**src/rtl/alu_status_pkg.sv**
```systemverilog
package alu_status_pkg;

   localparam int STAT_W = 8;
   localparam int OP_W   = 4;

   // status bit positions, most significant first
   localparam int F_LGT = 7;
   localparam int F_AGT = 6;
   localparam int F_EQ  = 5;
   localparam int F_CY  = 4;
   localparam int F_OV  = 3;
   localparam int F_PAR = 2;
   localparam int F_XOP = 1;
   localparam int F_NC  = 0;

   localparam logic [STAT_W-1:0] M_LGT = STAT_W'(1) << F_LGT;
   localparam logic [STAT_W-1:0] M_AGT = STAT_W'(1) << F_AGT;
   localparam logic [STAT_W-1:0] M_EQ  = STAT_W'(1) << F_EQ;
   localparam logic [STAT_W-1:0] M_CY  = STAT_W'(1) << F_CY;
   localparam logic [STAT_W-1:0] M_OV  = STAT_W'(1) << F_OV;
   localparam logic [STAT_W-1:0] M_PAR = STAT_W'(1) << F_PAR;
   localparam logic [STAT_W-1:0] M_NC  = STAT_W'(1) << F_NC;

   localparam logic [STAT_W-1:0] M_CMPSET = M_LGT | M_AGT | M_EQ;
   localparam logic [STAT_W-1:0] M_ARITH  = M_CMPSET | M_CY | M_OV;

   typedef enum logic [OP_W-1:0] {
      OP_ADD  = 4'd0,
      OP_SUB  = 4'd1,
      OP_CMP  = 4'd2,
      OP_INV  = 4'd3,
      OP_NEG  = 4'd4,
      OP_ABS  = 4'd5,
      OP_INC  = 4'd6,
      OP_INCT = 4'd7,
      OP_DEC  = 4'd8,
      OP_DECT = 4'd9,
      OP_OR   = 4'd10,
      OP_ANDN = 4'd11,
      OP_XOR  = 4'd12,
      OP_MOV  = 4'd13,
      OP_CLR  = 4'd14,
      OP_SETO = 4'd15
   } alu_op_e;

endpackage

```
**src/rtl/alu_adder.sv**
```systemverilog
module alu_adder #(
   parameter int W = 16
) (
   input  logic [W-1:0] a,
   input  logic [W-1:0] b,
   input  logic         cin,
   output logic [W-1:0] sum,
   output logic         cout,
   output logic         ovf
);
   if (W < 2) begin : g_bad_width
      $error("alu_adder: W must be at least 2");
   end

   logic [W:0] wide;

   assign wide = {1'b0, a} + {1'b0, b} + {{W{1'b0}}, cin};
   assign sum  = wide[W-1:0];
   assign cout = wide[W];
   assign ovf  = (a[W-1] == b[W-1]) && (sum[W-1] != a[W-1]);
endmodule

```
**src/rtl/alu_value_flags.sv**
```systemverilog
module alu_value_flags #(
   parameter int W = 16
) (
   input  logic [W-1:0] val,
   output logic         nonzero,
   output logic         positive,
   output logic         zero,
   output logic         odd
);
   if (W < 2) begin : g_bad_width
      $error("alu_value_flags: W must be at least 2");
   end

   assign zero     = (val == '0);
   assign nonzero  = !zero;
   assign positive = !val[W-1] && !zero;
   assign odd      = ^val;
endmodule

```
**src/rtl/alu_flag_mask.sv**
```systemverilog
module alu_flag_mask
   import alu_status_pkg::*;
(
   input  alu_op_e             op,
   input  logic                byte_mode,
   output logic [STAT_W-1:0]   mask
);
   logic [STAT_W-1:0] base;

   always_comb begin
      unique case (op)
         OP_ADD, OP_SUB, OP_NEG,
         OP_INC, OP_INCT, OP_DEC, OP_DECT:   base = M_ARITH;
         OP_ABS:                             base = M_CMPSET | M_OV;
         OP_CMP, OP_INV, OP_OR, OP_ANDN,
         OP_XOR, OP_MOV:                     base = M_CMPSET;
         OP_CLR, OP_SETO:                    base = '0;
         default:                            base = '0;
      endcase
   end

   // parity joins the mask only for byte results; the spare bit never does
   assign mask = (base | (byte_mode ? M_PAR : '0)) & ~M_NC;
endmodule

```
**src/rtl/alu_datapath.sv**
```systemverilog
module alu_datapath
   import alu_status_pkg::*;
#(
   parameter int DATA_W = 16,
   parameter int LANE_W = 8
) (
   input  alu_op_e             op,
   input  logic                byte_sel,
   input  logic [DATA_W-1:0]   src,
   input  logic [DATA_W-1:0]   dst,
   output logic [DATA_W-1:0]   result,
   output logic                wr_en,
   output logic                byte_mode,
   output logic [STAT_W-1:0]   flags
);
   localparam int LANE_LSB = DATA_W - LANE_W;
   localparam int MSB      = DATA_W - 1;

   if (LANE_W < 2 || LANE_W >= DATA_W) begin : g_bad_lane
      $error("alu_datapath: LANE_W must lie in [2, DATA_W)");
   end

   // ---------------- byte mode qualification ----------------
   always_comb begin
      unique case (op)
         OP_ADD, OP_SUB, OP_CMP, OP_OR, OP_ANDN, OP_MOV: byte_mode = byte_sel;
         default:                                        byte_mode = 1'b0;
      endcase
   end

   // ---------------- word adder operand steering ----------------
   logic [DATA_W-1:0] wa, wb, wsum;
   logic              wci, wco, wov;

   always_comb begin
      wa  = src;
      wb  = '0;
      wci = 1'b0;
      unique case (op)
         OP_ADD:         begin wa = dst; wb = src;  end
         OP_SUB:         begin wa = dst; wb = ~src; wci = 1'b1; end
         OP_NEG, OP_ABS: begin wa = '0;  wb = ~src; wci = 1'b1; end
         OP_INC:         wb = DATA_W'(1);
         OP_INCT:        wb = DATA_W'(2);
         OP_DEC:         wb = '1;
         OP_DECT:        wb = ~DATA_W'(1);
         default:        ;
      endcase
   end

   alu_adder #(.W(DATA_W)) u_word_add (
      .a(wa), .b(wb), .cin(wci), .sum(wsum), .cout(wco), .ovf(wov)
   );

   // ---------------- upper-lane adder ----------------
   logic [LANE_W-1:0] s_hi, d_hi, lb, lsum;
   logic              lci, lco, lov;

   assign s_hi = src[MSB -: LANE_W];
   assign d_hi = dst[MSB -: LANE_W];
   assign lci  = (op == OP_SUB);
   assign lb   = lci ? ~s_hi : s_hi;

   alu_adder #(.W(LANE_W)) u_lane_add (
      .a(d_hi), .b(lb), .cin(lci), .sum(lsum), .cout(lco), .ovf(lov)
   );

   // ---------------- results ----------------
   logic [DATA_W-1:0] w_res;
   logic [LANE_W-1:0] l_res;

   always_comb begin
      unique case (op)
         OP_ADD, OP_SUB, OP_NEG,
         OP_INC, OP_INCT, OP_DEC, OP_DECT: w_res = wsum;
         OP_CMP:  w_res = dst;
         OP_INV:  w_res = ~src;
         OP_ABS:  w_res = src[MSB] ? wsum : src;
         OP_OR:   w_res = dst | src;
         OP_ANDN: w_res = dst & ~src;
         OP_XOR:  w_res = dst ^ src;
         OP_MOV:  w_res = src;
         OP_CLR:  w_res = '0;
         OP_SETO: w_res = '1;
         default: w_res = '0;
      endcase
   end

   always_comb begin
      unique case (op)
         OP_ADD, OP_SUB: l_res = lsum;
         OP_OR:          l_res = d_hi | s_hi;
         OP_ANDN:        l_res = d_hi & ~s_hi;
         OP_MOV:         l_res = s_hi;
         default:        l_res = d_hi;
      endcase
   end

   assign result = byte_mode ? {l_res, dst[LANE_LSB-1:0]} : w_res;
   assign wr_en  = (op != OP_CMP);

   // ---------------- flag sources ----------------
   logic wr_nz, wr_pos, wr_z, wr_odd;
   logic lr_nz, lr_pos, lr_z, lr_odd;
   logic sv_nz, sv_pos, sv_z, sv_odd;
   logic sl_nz, sl_pos, sl_z, sl_odd;

   alu_value_flags #(.W(DATA_W)) u_wres_flags (
      .val(w_res), .nonzero(wr_nz), .positive(wr_pos), .zero(wr_z), .odd(wr_odd)
   );
   alu_value_flags #(.W(LANE_W)) u_lres_flags (
      .val(l_res), .nonzero(lr_nz), .positive(lr_pos), .zero(lr_z), .odd(lr_odd)
   );
   alu_value_flags #(.W(DATA_W)) u_src_flags (
      .val(src), .nonzero(sv_nz), .positive(sv_pos), .zero(sv_z), .odd(sv_odd)
   );
   alu_value_flags #(.W(LANE_W)) u_shi_flags (
      .val(s_hi), .nonzero(sl_nz), .positive(sl_pos), .zero(sl_z), .odd(sl_odd)
   );

   // operand comparison, word and lane
   logic cw_lgt, cw_agt, cw_eq, cl_lgt, cl_agt, cl_eq;
   assign cw_lgt = src > dst;
   assign cw_agt = $signed(src) > $signed(dst);
   assign cw_eq  = src == dst;
   assign cl_lgt = s_hi > d_hi;
   assign cl_agt = $signed(s_hi) > $signed(d_hi);
   assign cl_eq  = s_hi == d_hi;

   logic f_lgt, f_agt, f_eq, f_cy, f_ov, f_par;

   always_comb begin
      if (op == OP_CMP) begin
         f_lgt = byte_mode ? cl_lgt : cw_lgt;
         f_agt = byte_mode ? cl_agt : cw_agt;
         f_eq  = byte_mode ? cl_eq  : cw_eq;
         f_par = sl_odd;
      end else if (op == OP_ABS) begin
         f_lgt = sv_nz;
         f_agt = sv_pos;
         f_eq  = sv_z;
         f_par = 1'b0;
      end else if (byte_mode) begin
         f_lgt = lr_nz;
         f_agt = lr_pos;
         f_eq  = lr_z;
         f_par = lr_odd;
      end else begin
         f_lgt = wr_nz;
         f_agt = wr_pos;
         f_eq  = wr_z;
         f_par = 1'b0;
      end
      f_cy = byte_mode ? lco : wco;
      f_ov = byte_mode ? lov : wov;
   end

   always_comb begin
      flags        = '0;
      flags[F_LGT] = f_lgt;
      flags[F_AGT] = f_agt;
      flags[F_EQ]  = f_eq;
      flags[F_CY]  = f_cy;
      flags[F_OV]  = f_ov;
      flags[F_PAR] = f_par;
   end

   // unused parity of full source and its wordwise derived flags fold here
   logic unused_ok;
   assign unused_ok = &{1'b0, sv_odd, wr_odd, sl_nz, sl_pos, sl_z};
endmodule

```
**src/rtl/alu_status_unit.sv**
```systemverilog
module alu_status_unit
   import alu_status_pkg::*;
#(
   parameter int DATA_W     = 16,
   parameter int LANE_W     = 8,
   parameter bit OUTPUT_REG = 1'b1
) (
   input  logic                clk,
   input  logic                rst_n,
   input  logic                in_valid,
   input  logic [OP_W-1:0]     op,
   input  logic                byte_sel,
   input  logic [DATA_W-1:0]   src,
   input  logic [DATA_W-1:0]   dst,
   input  logic [STAT_W-1:0]   st_in,
   output logic                res_valid,
   output logic [DATA_W-1:0]   res,
   output logic                res_we,
   output logic [STAT_W-1:0]   st_out
);
   localparam int LANE_LSB = DATA_W - LANE_W;

   if (DATA_W < 4) begin : g_bad_data
      $error("alu_status_unit: DATA_W too small");
   end

   alu_op_e           op_e;
   logic [DATA_W-1:0] dp_res;
   logic              dp_we, dp_byte;
   logic [STAT_W-1:0] dp_flags, mask, next_st;

   assign op_e = alu_op_e'(op);

   alu_datapath #(.DATA_W(DATA_W), .LANE_W(LANE_W)) u_dp (
      .op(op_e), .byte_sel(byte_sel), .src(src), .dst(dst),
      .result(dp_res), .wr_en(dp_we), .byte_mode(dp_byte), .flags(dp_flags)
   );

   alu_flag_mask u_mask (
      .op(op_e), .byte_mode(dp_byte), .mask(mask)
   );

   assign next_st = ((st_in & ~mask) | (dp_flags & mask)) & ~M_NC;

   if (OUTPUT_REG) begin : g_reg
      always_ff @(posedge clk or negedge rst_n) begin
         if (!rst_n) begin
            res_valid <= 1'b0;
            res_we    <= 1'b0;
            res       <= '0;
            st_out    <= '0;
         end else begin
            res_valid <= in_valid;
            res_we    <= in_valid && dp_we;
            if (in_valid) begin
               res    <= dp_res;
               st_out <= next_st;
            end
         end
      end

      a_r1_idle_quiet: assert property (@(posedge clk) disable iff (!rst_n)
         !in_valid |=> (!res_valid && !res_we && $stable(res) && $stable(st_out)));

      a_r2_spare_zero: assert property (@(posedge clk) disable iff (!rst_n)
         st_out[F_NC] == 1'b0);

      a_r2_xop_kept: assert property (@(posedge clk) disable iff (!rst_n)
         in_valid |=> st_out[F_XOP] == $past(st_in[F_XOP]));

      a_r6_cmp_no_write: assert property (@(posedge clk) disable iff (!rst_n)
         (in_valid && op == OP_CMP) |=> (!res_we && res == $past(dst)));

      a_r7_inv_keeps_cop: assert property (@(posedge clk) disable iff (!rst_n)
         (in_valid && op == OP_INV) |=> st_out[F_CY:F_PAR] == $past(st_in[F_CY:F_PAR]));

      a_r8_abs_keeps_carry: assert property (@(posedge clk) disable iff (!rst_n)
         (in_valid && op == OP_ABS) |=>
            (st_out[F_CY] == $past(st_in[F_CY]) && st_out[F_PAR] == $past(st_in[F_PAR])));

      a_r10_low_byte_kept: assert property (@(posedge clk) disable iff (!rst_n)
         (in_valid && byte_sel && (op == OP_ADD || op == OP_SUB || op == OP_MOV)) |=>
            res[LANE_LSB-1:0] == $past(dst[LANE_LSB-1:0]));

      a_r11_fill_no_flags: assert property (@(posedge clk) disable iff (!rst_n)
         (in_valid && (op == OP_CLR || op == OP_SETO)) |=>
            st_out == {$past(st_in[STAT_W-1:1]), 1'b0});
   end else begin : g_comb
      assign res_valid = in_valid;
      assign res_we    = in_valid && dp_we;
      assign res       = dp_res;
      assign st_out    = next_st;
   end
endmodule

```
**config.mk**
```make
export PLATFORM = sky130hd
export DESIGN_NAME = alu_status_unit
export DESIGN_NICKNAME = d
export VERILOG_FILES = /design/src/rtl/alu_status_pkg.sv /design/src/rtl/alu_adder.sv /design/src/rtl/alu_value_flags.sv /design/src/rtl/alu_flag_mask.sv /design/src/rtl/alu_datapath.sv /design/src/rtl/alu_status_unit.sv
export SDC_FILE = /design/constraint.sdc
export NUM_CORES = 1
export LEC_CHECK = 0
export BUFFER_PORTS_ARGS = -buffer_cell sky130_fd_sc_hd__buf_2
export CAP_MARGIN = 20
export CORE_MARGIN = 2
export CORE_UTILIZATION = 55
export CTS_CLUSTER_DIAMETER = 80
export DETAILED_ROUTE_END_ITERATION = 8
export GPL_ROUTABILITY_DRIVEN = 0
export PLACE_DENSITY = 0.86
export SYNTH_ARGS = -nofsm -noshare
export SYNTH_HDL_FRONTEND = slang
export SYNTH_SLANG_ARGS = --single-unit
```
**constraint.sdc**
```tcl
create_clock -name clk -period 1.3 [get_ports clk]
set_clock_uncertainty 0.1 [all_clocks]
set_input_delay 0.13 -clock clk [delete_from_list [all_inputs] [get_ports clk]]
set_output_delay 0.13 -clock clk [all_outputs]
set_load 0.01 [all_outputs]
```
==> flow_summary_export.csv, run 1 <==
group,metric,value,unit
run_status,status,"stopped before the end",
clock_tree,cts_made_buffers,3,
synthesis,synthCells,750,
placed_design,dpl_cell_area,7695,um^2
die,initial_utilization,0.5637,
synthesis,synth_edf_count,0,
clock_tree,htree_levels,1,
synthesis,synth-async-reset-ratio,1.000,
synthesis,synth_seq_cells,25,
synthesis,synth_cell_types,83,
synthesis,synth_commonest_cells,"79 x ha_1, 75 x nand2_1, 70 x o21ai_0",
die,die_x,103.6,um
synthesis,synth_area_leader_cell,"ha_1",
synthesis,synth_top_cell_area_share,0.1811,
global_routing,grt_first_pass_wirelength,62330,um
die,ios,74,
placed_design,port_buffers,71,
placed_design,hpwl,20170,um
synthesis,synth.area.top_cells,"ha_1 18%, dfrtp_1 11%, o21ai_0 6.4%",
synthesis,synth_area,5459,um^2
synthesis,yosysWarnings,0,
clock_tree,clock_sink_count,25,
clock_tree,clockBufferDepth,2,
synthesis,synth_ff_type,"dfrtp_1",
global_routing,grt_pass1_vias,10300,
clock_tree,root_buffer,"clkbuf_8",
synthesis,syn_nets,880,
synthesis,yosysMostFrequentCell,"ha_1",
synthesis,syn_avg_cell_area,7.279,um^2
placed_design,place_inst,1137,
run_status,firstError,"[ERROR GRT-0116] Global routing finished with congestion. Check the congestion regions in the DRC Viewer.",
die,rows,36,
global_routing,overflow,2,
die,die_y,103.6,um
global_routing,grt_use_total,0.7633,
global_routing,grt_max_degree,30,
run_status,stop_stage,"global routing",
synthesis,synth.yosys.seq_area_share,0.1146,
-- repair_timing --
action	4_1_cts
buffers inserted	33
endpoints found under the setup margin	23
hold endpoints to repair	26
gates resized for setup	169
hold buffers	2
pin swaps	46
-- per-layer routing --
layer / GRT usage / GRT overflow
met4: 0.7510 / 1
met5: 0.2095 / 0
met1: 0.7577 / 0
met3: 0.6438 / 0
met2: 0.9210 / 1
-- stage by stage --
stage / hold slack, ns / setup slack [ns] / TNS (ns)
after floorplan: -0.2656 / -2.371 / -40.07
after global placement: 0.02139 / -2.418 / -43.47
after detailed placement: 0.03179 / -2.770 / -48.24
after CTS: 0.07673 / -2.292 / -37.97
-- cells by family after synthesis --
group	count (synthesis)	synth area share
xor+xnor	30	0.04813
fa+ha+maj	82	0.1921
simple gates	223	0.2047
flops	25	0.1146
compound gates	263	0.3184
mux	22	0.04355
other cells	1	0.0006869
buf+inv	104	0.07793
==> run 2, diff against run 1 <==
--- a/config.mk
+++ b/config.mk
@@ -8,11 +8,10 @@
 export BUFFER_PORTS_ARGS = -buffer_cell sky130_fd_sc_hd__buf_2
 export CAP_MARGIN = 20
 export CORE_MARGIN = 2
-export CORE_UTILIZATION = 55
-export CTS_CLUSTER_DIAMETER = 80
+export CORE_UTILIZATION = 40
 export DETAILED_ROUTE_END_ITERATION = 8
 export GPL_ROUTABILITY_DRIVEN = 0
-export PLACE_DENSITY = 0.86
+export PLACE_DENSITY_LB_ADDON = 0.15
 export SYNTH_ARGS = -nofsm -noshare
 export SYNTH_HDL_FRONTEND = slang
 export SYNTH_SLANG_ARGS = --single-unit
==> run 2 against run 1 <==
  * The flow now finishes, with violations (setup timing)
  * Synthesized cell count unchanged
  * Synthesized area unchanged
==> flow_summary_export.csv, run 2 <==
group,metric,value,unit
finish,top_register,"res",
worst_setup_path,critPathKind,"in -> reg",
finish,syn_to_final_growth,62.80,%
synthesis,yosysMostFrequentCell,"ha_1",
route,drc,0,
synthesis,synth_commonest_cells,"79 x ha_1, 75 x nand2_1, 70 x o21ai_0",
synthesis,synth.area.top_cells,"ha_1 18%, dfrtp_1 11%, o21ai_0 6.4%",
route,viasPerCell,5.883,
synthesis,synthCells,750,
route,routed_wl,24100,um
clock_tree,clockBufferDepth,2,
global_routing,busiest_layer,"met2",
clock_tree,clock_latency,0.26,ns
die,die_x,120.8,um
timing,worst_slack,-2.382,ns
global_routing,grt_max_degree,37,
timing,timing.fmax,271.6,MHz
power_and_ir_drop,leakagePower,4.276,nW
timing,slew_headroom,0.5960,
global_routing,use_met1,0.3973,
worst_setup_path,cp-start-kind,"input pin",
clock_tree,cts_made_buffers,3,
route,final_antenna_net_count,0,
worst_setup_path,cp-startpoint,"op[3]",
synthesis,synth_area_leader_cell,"ha_1",
placed_design,hpwl,18450,um
clock_tree,root_buffer,"clkbuf_16",
power_and_ir_drop,peakVddDrop,0.0003816,V
route,drt_first_pass_iters,7,
run_status,status,"finished with violations",
finish,reg_top3,"res (16), st_out (7)",
finish,final_cell_mix,"223 x buf_4, 75 x ha_1, 67 x buf_2",
power_and_ir_drop,p_per_area,696.5,nW/um^2
global_routing,grt_pass1_vias,6901,
global_routing,grtUsageMet2,0.5011,
die,rows,42,
synthesis,synth-async-reset-ratio,1.000,
placed_design,dpl_cell_area,7646,um^2
finish,final-seq-area,625.6,um^2
route,drt_iter0_markers,621,
die,ios,74,
worst_setup_path,cp_max_fo,6,
timing,worst_pin_slew,0.5997,ns
finish,nFillCells,1071,
clock_tree,cts_tree,"built",
die,dieArea,14600,um^2
die,initial_utilization,0.4106,
global_routing,grt_use_met3,0.05283,
route,vias,7118,
clock_tree,clock_sink_count,25,
finish,multiInputGateArea,5218,um^2
finish,drive_above_1_share,0.4656,
timing,slew_violations,0,
global_routing,grt_first_pass_wirelength,35820,um
run_status,failed_checks,"setup timing",
synthesis,synth.yosys.seq_area_share,0.1146,
run,cap_violations,0,
timing,final-setup-viol-count,23,
placed_design,port_buffers,71,
min_path,hold_path_class,"in -> reg",
finish,layout_commonest_cell,"buf_4",
worst_setup_path,arrival,3.73,ns
worst_setup_path,endpoint_kind,"flop",
die,coreArea,13300,um^2
worst_setup_path,r2r_start,"st_out[6]",
finish,nets,1164,
finish,largest_register_ffs,16,
synthesis,synth_seq_cells,25,
synthesis,yosysWarnings,0,
global_routing,grt_use_total,0.3102,
synthesis,synth_area,5459,um^2
global_routing,antenna_found_initial,1,
clock_tree,clk_pin_slew,0.06,ns
timing,holdWs,0.002067,ns
route,wl_per_cell,19.92,um
clock_tree,htree_levels,1,
timing,finalCritPeriodShare,2.832,
min_path,min_from,"st_in[1]",
synthesis,synth_edf_count,0,
synthesis,syn_nets,880,
synthesis,synth_cell_types,83,
worst_setup_path,required,1.35,ns
timing,timing.final.hold_violations,0,
synthesis,synth_top_cell_area_share,0.1811,
synthesis,syn_avg_cell_area,7.279,um^2
synthesis,synth_ff_type,"dfrtp_1",
timing,rsz0062_at_grt,"yes",
timing,period_needed,3.682,ns
finish,design_area,8887,um^2
die,die_y,120.8,um
global_routing,overflow,0,
-- run 2: power breakdown --
group | switching, mW | leakage, nW | internal [mW]
clock | 0.280 | 0.0371 | 0.418
combinational | 2.28 | 3.94 | 2.20
sequential | 0.0811 | 0.300 | 0.930
-- run 2: worst paths after layout --
kind                        endpoint  slack, ns  cells after the start
setup reg to reg           st_out[6]       0.14                      2
max in group asynchronous     res[4]       0.47                      2
hold reg to reg              res[13]       0.41                      1
hold / removal             st_out[1]      0.002                      2
setup / recovery           st_out[7]      -2.38                     20
min in group asynchronous    res[10]       0.28                      2
-- run 2: kinds of logic (layout without fill, tap and decap cells) --
logic type                 after synthesis  after routing  synth area share
xor gates and xnor gates                30             30           0.04813
and+or+nand+nor                        223            223            0.2047
buffers and inverters                  104            387           0.07793
muxes                                   22             22           0.04355
DFF                                     25             25            0.1146
other                                    1              2         0.0006869
adders and majority gates               82             82            0.1921
AOI/OAI and AO/OA                      263            263            0.3184
-- run 2: metal layers --
layer  vias up  routed length, um
met3        71               2158
met5         -                  0
met4         0               1114
met2       394              10990
li1       3317                  -
met1      3336               9837
-- run 2: per-stage QoR --
step | util | setup slack (ns) | cells | total power [mW] | TNS (ns)
2_1_floorplan | - | -2.371 | 750 | 2.905 | -40.07
3_3_place_gp | 0.5751 | -2.653 | 1173 | 4.436 | -45.52
3_5_place_dp | 0.5751 | -2.728 | 1173 | 4.520 | -46.57
4_1_cts | 0.6317 | -2.230 | 1200 | 5.696 | -36.83
5_1_grt | 0.6683 | -2.517 | 1209 | 6.521 | -42.83
6_report | 0.6685 | -2.382 | 1210 | 6.190 | -39.90
-- run 2: area by class of cell --
| class | count | area share |
|---|---|---|
| multi-input combinational | 621 | 0.5871 |
| timing repair buffer | 333 | 0.2866 |
| sequential | 25 | 0.07039 |
| tap | 176 | 0.02478 |
| inverter | 50 | 0.02154 |
| clock buffer | 3 | 0.008447 |
| clock inverter | 1 | 0.0008447 |
| antenna | 1 | 0.0002816 |
-- run 2: what timing repair did --
| item | CTS | global route |
|---|---|---|
| buffers inserted | 25 | 19 |
| endpoints found under the hold margin | 25 | 0 |
| setup endpoints to repair | 23 | 23 |
| resized for setup | 120 | 108 |
| pin swaps | 47 | 50 |
| hold buffers | 1 | 0 |
-- run 2: critical path, stage by stage --
cell	delay [ns]
buf_12	0.11
buf_6	0.12
buf_6	0.11
nor2_4	0.13
a21oi_4	0.06
buf_12	0.13
buf_6	0.11
o22a_1	0.19
nor2_1	0.11
ha_2	0.20
buf_6	0.10
o21ai_4	0.06
o211ai_1	0.43
a21oi_2	0.15
o2111a_1	0.27
a211o_1	0.28
nor4_2	0.40
and3_1	0.28
a221oi_2	0.09
o221a_2	0.26
Power figures use the tool's default switching activity.
==> run 3, diff against run 2 <==
--- a/config.mk
+++ b/config.mk
@@ -14,4 +14,5 @@
 export PLACE_DENSITY_LB_ADDON = 0.15
 export SYNTH_ARGS = -nofsm -noshare
 export SYNTH_HDL_FRONTEND = slang
+export SYNTH_HIERARCHICAL = 1
 export SYNTH_SLANG_ARGS = --single-unit
==> run 3 against run 2 <==
  * The run still ends with setup timing left
  * Combinational power about the same
  * First-iteration DRC count down 18%
  * Sequential share of layout area down 0.39 points
  * Critical path type unchanged
==> flow_summary_export.csv, run 3 <==
group,metric,value,unit
worst_setup_path,critPathKind,"in -> reg",
placed_design,place_inst,1336,
worst_setup_path,cp_max_fo,5,
worst_setup_path,worstReg2RegEnd,"res[14]",
timing,rsz0062_at_grt,"yes",
placed_design,dpl_cell_area,8696,um^2
placed_design,port_buffers,71,
clock_tree,cts_tree,"built",
power_and_ir_drop,leakagePower,4.743,nW
clock_tree,clockBufferDepth,2,
clock_tree,htree_levels,1,
worst_setup_path,crit_chain,"buf_6, or2_4, buf_6, o31ai_4, fa_2, buf_4, a21oi_4, nand4b_1, a21oi_4, o31ai_4, xnor2_2, a21oi_1, o221ai_1, o32a_1, inv_1, ha_1, nand4_1, nor2_2, nor2_1, mux2i_1, nor3_1, a211o_1, mux2i_1, a21oi_1",
min_path,min_from,"st_in[6]",
power_and_ir_drop,peakVddDrop,0.0005919,V
worst_setup_path,cp_slowest_cell,"o32a_1",
power_and_ir_drop,pwr-share-seq,0.164,
timing,timing.final.hold_violations,0,
synthesis,yosysWarnings,6,
power_and_ir_drop,p_switching,2.573,mW
finish,final_cell_mix,"252 x buf_4, 99 x inv_1, 92 x ha_1",
route,drc,0,
timing,finalCritPeriodShare,3.011,
run,cap_violations,0,
finish,top_register,"res",
global_routing,grt_first_pass_wirelength,36680,um
finish,layout_commonest_cell,"buf_4",
finish,drive_above_1_share,0.4227,
placed_design,dp_slack,-3.053,ns
die,dieArea,16670,um^2
finish,final_cells,1356,
placed_design,hpwl,18980,um
global_routing,grt_pass1_vias,6999,
clock_tree,root_buffer,"clkbuf_16",
worst_setup_path,cpPeakStageDelay,0.41,ns
global_routing,overflow,0,
worst_setup_path,arrival,3.96,ns
clock_tree,clock_latency,0.26,ns
clock_tree,cts_made_buffers,3,
timing,worst_pin_slew,0.5940,ns
synthesis,syn_nets,1007,
power_and_ir_drop,finalPower,6.164,mW
synthesis,synthCells,860,
worst_setup_path,required,1.35,ns
timing,slew_violations,0,
route,vias,7333,
timing,period_needed,3.915,ns
route,drt_first_pass_iters,6,
min_path,hold_depth,3,
route,final_antenna_net_count,0,
die,die_y,129.1,um
global_routing,grt_max_degree,39,
die,initial_utilization,0.4103,
global_routing,grt_use_total,0.2773,
power_and_ir_drop,clkPwrFrac,0.110,
timing,worst_slack,-2.615,ns
power_and_ir_drop,internal_power,3.591,mW
route,drt_iter0_markers,508,
min_path,hold_path_class,"in -> reg",
route,wl_per_cell,17.66,um
finish,diodes,0,
finish,syn_to_final_growth,50.24,%
finish,nFillCells,1390,
die,rows,45,
synthesis,synth_area,6261,um^2
finish,design_area,9407,um^2
power_and_ir_drop,p_per_area,655.3,nW/um^2
power_and_ir_drop,switching_share,0.4174,
timing,slew_headroom,0.6006,
timing,holdWs,0.05594,ns
worst_setup_path,cp-start-kind,"input pin",
die,ios,74,
clock_tree,clk_pin_slew,0.06,ns
finish,largest_register_ffs,16,
worst_setup_path,r2r_cells,1,
worst_setup_path,endpoint_kind,"flop",
run_status,status,"finished with violations",
synthesis,syn_avg_cell_area,7.280,um^2
worst_setup_path,reg2reg_setup_slack,0.44,ns
timing,final-setup-viol-count,23,
worst_setup_path,r2r_start,"res[14]",
route,routed_wl,23950,um
die,die_x,129.1,um
global_routing,antenna_found_initial,0,
finish,nets,1293,
timing,timing.fmax,255.5,MHz
clock_tree,clock_sink_count,25,
power_and_ir_drop,combPwrFrac,0.725,
run_status,failed_checks,"setup timing",
die,coreArea,15260,um^2
finish,reg_top3,"res (16), st_out (7)",
min_path,whs_endpoint,"st_out[6]",
route,viasPerCell,5.408,
-- run 3: cell type report --
type | instances | area, um^2 | share of cell area
Sequential cell | 25 | 625.6 | 0.06651
Clock buffer | 3 | 75.07 | 0.007981
Inverter | 102 | 382.9 | 0.04070
Timing Repair Buffer | 344 | 2552 | 0.2713
Multi-Input combinational cell | 670 | 5502 | 0.5849
Tap cell | 211 | 264.0 | 0.02807
Clock inverter | 1 | 5.005 | 0.0005321
-- run 3: per-stage QoR --
step | utilization | TNS [ns]
6_report | 0.6165 | -40.70
2_1_floorplan | - | -42.39
4_1_cts | 0.5959 | -39.92
3_5_place_dp | 0.5699 | -49.57
5_1_grt | 0.6165 | -42.99
3_3_place_gp | 0.5699 | -48.28
-- run 3: routing by layer --
layer,GRT usage,vias up,routed length (um)
li1,-,3605,-
met1,0.3793,3438,10760
met2,0.4709,244,11450
met3,0.02560,46,1035
met4,0.06905,0,705
met5,0,-,0
-- run 3: worst max-delay path by stage --
stage / start / end / slack [ns] / cells past startpoint
2_1_floorplan: op[2] / st_out[6] / -2.89 / 29
3_3_place_gp: op[3] / st_out[6] / -2.95 / 25
3_5_place_dp: op[3] / st_out[6] / -3.05 / 25
4_1_cts: op[2] / st_out[5] / -2.60 / 26
5_1_grt: op[2] / st_out[6] / -2.89 / 27
6_report: op[1] / st_out[6] / -2.61 / 24
-- run 3: repair_timing --
item,in CTS,in global routing
hold buffers,1,0
resized for setup,59,57
buffers inserted,7,10
setup endpoints to repair,23,23
pin swaps,36,29
hold endpoints to repair,25,0
-- run 3: worst max-delay path: cells and delay by family --
| kind | cells | cell delay, ns |
|---|---|---|
| buffers and inverters | 4 | 0.47 |
| muxes | 2 | 0.25 |
| and+or+nand+nor | 6 | 0.92 |
| adders and majority gates | 2 | 0.42 |
| xor gates and xnor gates | 1 | 0.16 |
| AOI/OAI and AO/OA | 9 | 1.62 |
-- run 3: power by group through the flow --
stage | Clock, mW | Sequential, mW | Combinational, mW
after global routing | 0.726 | 1.03 | 4.81
final | 0.681 | 1.01 | 4.47
after detailed placement | 0 | 1.03 | 3.97
after floorplan | 0 | 1.10 | 2.19
after CTS | 0.702 | 1.01 | 4.18
after global placement | 0 | 1.02 | 3.94
==> run 4, diff against run 3 <==
--- a/config.mk
+++ b/config.mk
@@ -12,6 +12,7 @@
 export DETAILED_ROUTE_END_ITERATION = 8
 export GPL_ROUTABILITY_DRIVEN = 0
 export PLACE_DENSITY_LB_ADDON = 0.15
+export SKIP_LAST_GASP = 1
 export SYNTH_ARGS = -nofsm -noshare
 export SYNTH_HDL_FRONTEND = slang
 export SYNTH_HIERARCHICAL = 1
==> run 4 against run 3 <==
  * The run still ends with setup timing left
  * Hold slack improved by 0.016 ns
  * Utilization shrank 1.5 points
  * Setup slack better by 0.018 ns
  * Non-clock buffer count shrank 4
  * Design area down 2.5%
  * Critical path type unchanged
==> flow_summary_export.csv, run 4 (synthesis gave the netlist of run 3 again) <==
group,metric,value,unit
run_status,status,"finished with violations",
run_status,failed_checks,"setup timing",
worst_setup_path,arrival,3.94,ns
clock_tree,cts_tree,"built",
finish,diodes,0,
finish,nets,1289,
timing,slew_violations,0,
timing,timing.fmax,256.6,MHz
finish,largest_register_ffs,16,
power_and_ir_drop,peakVddDrop,0.0005924,V
global_routing,busiest_layer,"met2",
clock_tree,htree_levels,1,
global_routing,grtUsageMet2,0.4579,
min_path,hold_depth,3,
worst_setup_path,worstReg2RegEnd,"res[3]",
timing,rsz0062_at_grt,"yes",
clock_tree,root_buffer,"clkbuf_16",
route,vias,7281,
global_routing,grt_max_degree,39,
route,viasPerCell,5.385,
clock_tree,clockBufferDepth,2,
route,wl_per_cell,17.23,um
clock_tree,cts_made_buffers,3,
global_routing,grt_use_met3,0.02849,
run,cap_violations,0,
timing,finalCritPeriodShare,2.997,
global_routing,antenna_found_initial,0,
min_path,min_from,"st_in[6]",
die,die_y,129.1,um
min_path,whs_endpoint,"st_out[6]",
worst_setup_path,cp_slowest_cell,"fa_2",
worst_setup_path,r2r_start,"res[3]",
finish,nFillCells,1420,
die,rows,45,
worst_setup_path,cp_max_fo,5,
global_routing,grt_pass1_vias,6971,
route,drc,0,
route,drt_first_pass_iters,5,
clock_tree,clock_sink_count,25,
clock_tree,clock_latency,0.26,ns
finish,drive_above_1_share,0.4023,
route,routed_wl,23300,um
placed_design,port_buffers,71,
finish,syn_to_final_growth,46.54,%
global_routing,overflow,0,
worst_setup_path,endpoint_kind,"flop",
min_path,hold_path_class,"in -> reg",
timing,holdWs,0.07169,ns
die,coreArea,15260,um^2
worst_setup_path,cp-start-kind,"input pin",
die,initial_utilization,0.4103,
timing,final-setup-viol-count,23,
die,ios,74,
timing,setup_tns,-41.02,ns
timing,period_needed,3.897,ns
power_and_ir_drop,leakagePower,4.630,nW
timing,worst_pin_slew,0.5550,ns
finish,top_register,"res",
route,final_antenna_net_count,0,
die,dieArea,16670,um^2
finish,layout_commonest_cell,"buf_4",
worst_setup_path,required,1.35,ns
timing,slew_headroom,0.6300,
worst_setup_path,cpPeakStageDelay,0.36,ns
worst_setup_path,reg2reg_setup_slack,0.44,ns
worst_setup_path,critPathKind,"in -> reg",
global_routing,grt_first_pass_wirelength,36390,um
power_and_ir_drop,p_per_area,652.2,nW/um^2
global_routing,grt_use_total,0.2753,
worst_setup_path,r2r_cells,1,
finish,final_cell_mix,"257 x buf_4, 99 x inv_1, 93 x ha_1",
die,die_x,129.1,um
global_routing,use_met1,0.3780,
timing,worst_slack,-2.597,ns
timing,timing.final.hold_violations,0,
clock_tree,clk_pin_slew,0.06,ns
finish,reg_top3,"res (16), st_out (7)",
placed_design,hpwl,18980,um
route,drt_iter0_markers,621,
-- run 4: layer usage --
layer  wire (um)  vias up
met5           0        -
met4         765        0
met3        1245       50
met2       10900      265
met1       10390     3374
li1            -     3592
-- run 4: how the worst max path moves through the flow --
stage / slack (ns) / depth (start not counted) / from / endpoint
after floorplan: -2.89 / 29 / op[2] / st_out[6]
after CTS: -2.60 / 26 / op[2] / st_out[5]
after detailed placement: -3.05 / 25 / op[3] / st_out[6]
after global placement: -2.95 / 25 / op[3] / st_out[6]
final: -2.60 / 25 / op[1] / st_out[6]
after global routing: -2.89 / 27 / op[2] / st_out[6]
-- run 4: critical path, delay by kind of cell --
family	cells	cell delay, ns
XOR/XNOR	1	0.17
AND/OR/NAND/NOR	7	0.80
adder cells (fa/ha/maj)	3	0.87
AO/OA/AOI/OAI	10	1.50
multiplexers	2	0.25
buffers and inverters	2	0.23
-- run 4: timing repair --
item,in CTS,in global routing
pin swaps,35,23
cloned,0,0
hold endpoints to repair,25,0
buffers inserted,7,5
endpoints found under the setup margin,23,23
resized for setup,43,26
hold buffers,1,0
-- run 4: report_power, final --
| part | total (mW) | internal, mW | switching [mW] | leakage (nW) |
|---|---|---|---|---|
| sequential | 1.01 | 0.936 | 0.0767 | 0.294 |
| combinational | 4.29 | 2.14 | 2.15 | 4.30 |
| clock | 0.679 | 0.415 | 0.265 | 0.0409 |
-- run 4: layout make-up --
cell class                      count  area, um^2  share of cell area
Tap cell                          211       264.0             0.02877
Inverter                          102       382.9             0.04173
Clock inverter                      1       5.005           0.0005455
Multi-Input combinational cell    670        5356              0.5838
Sequential cell                    25       625.6             0.06818
Timing Repair Buffer              340        2466              0.2688
Clock buffer                        3       75.07            0.008182
-- run 4: through the flow --
stage	std cells	power (mW)	util	worst slack, ns	instance area (um^2)
after floorplan	860	3.289	-	-2.887	6629
after global placement	1336	4.958	0.5699	-2.951	8696
after detailed placement	1336	4.993	0.5699	-3.053	8696
after CTS	1348	5.849	0.5912	-2.602	9021
after global routing	1352	6.407	0.6013	-2.894	9175
final	1352	5.984	0.6013	-2.597	9175
